<file path="config.mk">
export PLATFORM = sky130hd
export DESIGN_NAME = sbc_counter
export DESIGN_NICKNAME = d
export VERILOG_FILES = /design/src/rtl/sbc_pkg.sv /design/src/rtl/sbc_ctrl.sv /design/src/rtl/sbc_datapath.sv /design/src/rtl/sbc_counter.sv
export SDC_FILE = /design/constraint.sdc
export NUM_CORES = 1
export LEC_CHECK = 0
export ABC_CLOCK_PERIOD_IN_PS = 1940
export BUFFER_PORTS_ARGS = -buffer_cell sky130_fd_sc_hd__buf_2
export CAP_MARGIN = 10
export CORE_AREA = 2 2 39 41
export CTS_CLUSTER_DIAMETER = 30
export CTS_CLUSTER_SIZE = 16
export DETAILED_ROUTE_END_ITERATION = 10
export DIE_AREA = 0 0 41 43
export PLACE_DENSITY = 0.52
export SLEW_MARGIN = 20
export SYNTH_ARGS = -nofsm -noshare
export SYNTH_HDL_FRONTEND = slang
export SYNTH_HIERARCHICAL = 1
export SYNTH_SLANG_ARGS = --single-unit
export TNS_END_PERCENT = 50
</file>
<file path="constraint.sdc">
create_clock -name clk -period 1.94 [get_ports clk]
set_input_delay 0.194 -clock clk [delete_from_list [all_inputs] [get_ports clk]]
set_output_delay 0.194 -clock clk [all_outputs]
set_load 0.01 [all_outputs]
</file>
<file path="src/rtl/sbc_pkg.sv">
package sbc_pkg;
  // One strobe per edge action; at most one is high in any cycle.
  typedef struct packed {
    logic clearStb;
    logic loadStb;
    logic countStb;
  } ctrl_strobe_t;
endpackage

</file>
<file path="src/rtl/sbc_ctrl.sv">
module sbc_ctrl
  import sbc_pkg::*;
(
  input  logic         clk,
  input  logic         clrN,
  input  logic         loadN,
  input  logic         enP,
  input  logic         enT,
  output ctrl_strobe_t strobe
);
  logic clearReq;
  logic loadReq;
  logic countReq;

  // Decode the active-low controls, then apply clear > load > count.
  always_comb begin
    clearReq = ~clrN;
    loadReq  = ~loadN;
    countReq = enP & enT;
    strobe.clearStb = clearReq;
    strobe.loadStb  = loadReq & ~clearReq;
    strobe.countStb = countReq & ~loadReq & ~clearReq;
  end

  // A clear request must win whatever load does
  AST_CLEAR_WINS: assert property (@(posedge clk) disable iff (1'b0)
    !clrN |-> !strobe.loadStb && !strobe.countStb);

  // Either enable low blocks the increment
  AST_ENABLE_GATE: assert property (@(posedge clk) disable iff (!clrN)
    (!enP || !enT) |-> !strobe.countStb);
endmodule

</file>
<file path="src/rtl/sbc_datapath.sv">
module sbc_datapath
  import sbc_pkg::*;
#(
  parameter int WIDTH = 4
) (
  input  logic             clk,
  input  logic             clrN,
  input  ctrl_strobe_t     strobe,
  input  logic             enT,
  input  logic [WIDTH-1:0] dataIn,
  output logic [WIDTH-1:0] count,
  output logic             carryOut
);
  localparam logic [WIDTH-1:0] TERMINAL = {WIDTH{1'b1}};
  localparam logic [WIDTH-1:0] ONE      = {{(WIDTH-1){1'b0}}, 1'b1};

  logic [WIDTH-1:0] countReg;
  logic [WIDTH-1:0] countNext;
  logic             atTerminal;

  // Next-state selection follows the strobe priority.
  always_comb begin
    if (strobe.clearStb)      countNext = '0;
    else if (strobe.loadStb)  countNext = dataIn;
    else if (strobe.countStb) countNext = countReg + ONE;
    else                      countNext = countReg;
  end

  always_ff @(posedge clk) begin
    countReg <= countNext;
  end

  assign atTerminal = (countReg == TERMINAL);
  assign carryOut   = atTerminal & enT;
  assign count      = countReg;

  // The edge after a clear leaves the count at zero
  AST_CLEAR_ZERO: assert property (@(posedge clk) disable iff (!clrN)
    $past(!clrN) |-> countReg == '0);

  // A load captures the data word present at the edge
  AST_LOAD_CAPTURE: assert property (@(posedge clk) disable iff (!clrN)
    strobe.loadStb |=> countReg == $past(dataIn));

  // A count strobe adds exactly one, modulo 2^WIDTH
  AST_COUNT_STEP: assert property (@(posedge clk) disable iff (!clrN)
    strobe.countStb |=> countReg == $past(countReg) + ONE);

  // No strobe means the count keeps its value
  AST_HOLD: assert property (@(posedge clk) disable iff (!clrN)
    (!strobe.clearStb && !strobe.loadStb && !strobe.countStb) |=> $stable(countReg));
endmodule

</file>
<file path="src/rtl/sbc_counter.sv">
module sbc_counter
  import sbc_pkg::*;
#(
  parameter int WIDTH = 4
) (
  input  logic             clk,
  input  logic             clrN,
  input  logic             loadN,
  input  logic             enP,
  input  logic             enT,
  input  logic [WIDTH-1:0] dataIn,
  output logic [WIDTH-1:0] count,
  output logic             carryOut
);
  ctrl_strobe_t strobe;

  sbc_ctrl ctrl_i (
    .clk    (clk),
    .clrN   (clrN),
    .loadN  (loadN),
    .enP    (enP),
    .enT    (enT),
    .strobe (strobe)
  );

  sbc_datapath #(.WIDTH(WIDTH)) dp_i (
    .clk      (clk),
    .clrN     (clrN),
    .strobe   (strobe),
    .enT      (enT),
    .dataIn   (dataIn),
    .count    (count),
    .carryOut (carryOut)
  );

  // Carry plus enP while idle means the next value is zero
  AST_CARRY_WRAP: assert property (@(posedge clk) disable iff (!clrN)
    (carryOut && enP && loadN) |=> count == '0);

  // The carry is never high while the chaining enable is low
  AST_CARRY_GATED: assert property (@(posedge clk) disable iff (!clrN)
    !enT |-> !carryOut);
endmodule

</file>
==> run metrics <==
outcome finished, final reports clean; Finish-stage setup viols 0; worst endpoint data arrival time 1080 ps; Root Buffer clkbuf_4; hpwl dp 427.5 um; Antenna Violating Nets Remaining 0; DRC errors left 0; Worst-path clk slew 30 ps; Routed WL 492 um; Resized cells post-CTS 0; critical path type reg -> out; drt first-iter violations 0; Layout Area Growth over Synthesis 39.18%; cell family with most CP delay flip-flops; Final Cycle Share 65.72%; I/O Pins 14; share of cells above drive strength 1 41.46%; count of cell types in the netlist 16; vias in the first global route 224; Final Max Slew Viols 0; commonest non-fill, non-tap cells in the layout buf_2 (13), dfxtp_1 (4), clkbuf_4 (3), inv_1 (3); drt wl/cell 8.632 um; required time worst endpoint 1750 ps; Pre-Repair DR Iteration Count 1; VDD IR-drop max 0.0001769 V; Post-Syn Instances 27; Die ar. 1763 um^2; Hold-fix buffers, CTS 0; Syn Area/Cell 8.990 um^2; Global Route Usage Sum 7.322%; Fin Setup TNS 0 ps; Die Span Y 43 um; fin area 337.8 um^2; RePlAce Congestion 0.6596; H-tree depth 1; Die W 41 um; Slew HR 88.61%; min cycle time layout 1275 ps; vias post-DR 227; Synth Warn # 6; Max Clk Rate 784.3 MHz; largest stage delay on the critical path 330 ps; Worst setup EP type output port; Setup crit start kind flip-flop; clock buffer depth 2; CP max-delay cell dfxtp_1; initial core utilization 17.54%; setup bufs post-CTS 0; MaxCap Viol Count 0; Worst-Skew Late Latency 230 ps; CTS tree done; pwr dens 674.4 nW/um^2; RSZ-0062 raised after global routing false; Clock Sinks 4; Mapped Nets 37; crit-path cells ha_1 > and4_1 > buf_2; endpoints failing hold 0; IO Port Bufs 13; critical path peak fanout 4; Via-to-Cell Ratio 3.982; Seq cells post-synth 4; pre-CTS WS 749.6 ps; register area share after synthesis 32.99%; initial antenna violation count 0; row cnt 14; global route overflow 0; Hold/Removal Path Class in -> reg; LEAKAGE 0.1810 nW; skew final 0.2493 ps; synthesized cell area 242.7 um^2; CTS buffer count 3; WP buf/inv 1; DP Area 315.3 um^2; most common cell after layout, fill and taps aside buf_2; Largest register FFs 4; core area 1384 um^2; final net count 53; pin count of the biggest net entering global routing 7; first-pass GRT wire length 821 um; worst-margin pin slew 170.8 ps; Diodes inserted 0; setup slack after layout 665.0 ps
synth_stat cells:
cell	n	area (um^2)
nand4_1	1	6.260
xor2_1	1	8.760
ha_1	1	12.51
inv_1	3	11.26
mux2_1	1	11.26
xnor2_1	2	17.52
nor2_1	2	7.510
buf_4	1	7.510
o21a_1	2	15.01
mux2i_1	2	20.02
and2b_2	1	8.760
a21oi_1	2	10.01
and4_1	2	17.52
nand2_1	1	3.750
dfxtp_1	4	80.08
buf_2	1	5.000
power by group:
| group | leakage (nW) | internal [mW] | switching (mW) |
|---|---|---|---|
| logic | 0.134 | 0.0195 | 0.0163 |
| registers | 0.0329 | 0.0882 | 0.00525 |
| clock network | 0.0138 | 0.0689 | 0.0297 |
| total | 0.181 | 0.177 | 0.0512 |
logic make-up (layout without fill, tap and decap cells):
group	Yosys count	in the layout	synth area share, %
compound gates	4	4	10.31
simple gates	7	7	18.04
xor+xnor	3	3	10.83
fa+ha+maj	1	1	5.154
flops	4	4	32.99
mux	3	3	12.89
buf+inv	5	19	9.793
tightest hold or removal path: stages:
cell and delay, ps:
buf_2 70, mux2i_1 60, nor2_1 70
cell type report:
cell class                 count  area (um^2)
multi-input combinational     18        138.9
timing repair buffer          13        65.06
tap                           16        20.02
clock buffer                   3        22.52
sequential                     4        80.08
inverter                       3        11.26
fill                         171         1046
per-stage QoR:
step	utilization (%)	std cells	total power, mW	hold WS, ps
after detailed placement	22.78	54	0.1313	443.9
after floorplan	-	27	0.1166	340.8
after global routing	24.41	57	0.2414	221.3
final	24.41	57	0.2278	202.5
after global placement	22.78	54	0.1313	433.8
after CTS	24.41	57	0.2355	199.4
metal layers:
metal / vias up / share of wire (%) / GRT usage [%]
met5: - / 0 / 0
met4: 0 / 0 / 6.000
met3: 0 / 10 / 5.236
met2: 6 / 52 / 10.00
met1: 99 / 38 / 7.051
li1: 122 / - / -
worst paths after layout:
kind | startpoint | endpoint | slack [ps] | depth (start not counted)
setup reg to reg | dp_i/count[0]$_SDFFE_PP0P_ | dp_i/count[1]$_SDFFE_PP0P_ | 740 | 4
setup / recovery | dp_i/count[0]$_SDFFE_PP0P_ | carryOut | 660 | 3
hold / removal | dataIn[0] | dp_i/count[0]$_SDFFE_PP0P_ | 200 | 3
hold reg to reg | dp_i/count[3]$_SDFFE_PP0P_ | dp_i/count[3]$_SDFFE_PP0P_ | 590 | 2
Note: power is estimated with default switching activity, not from simulation.
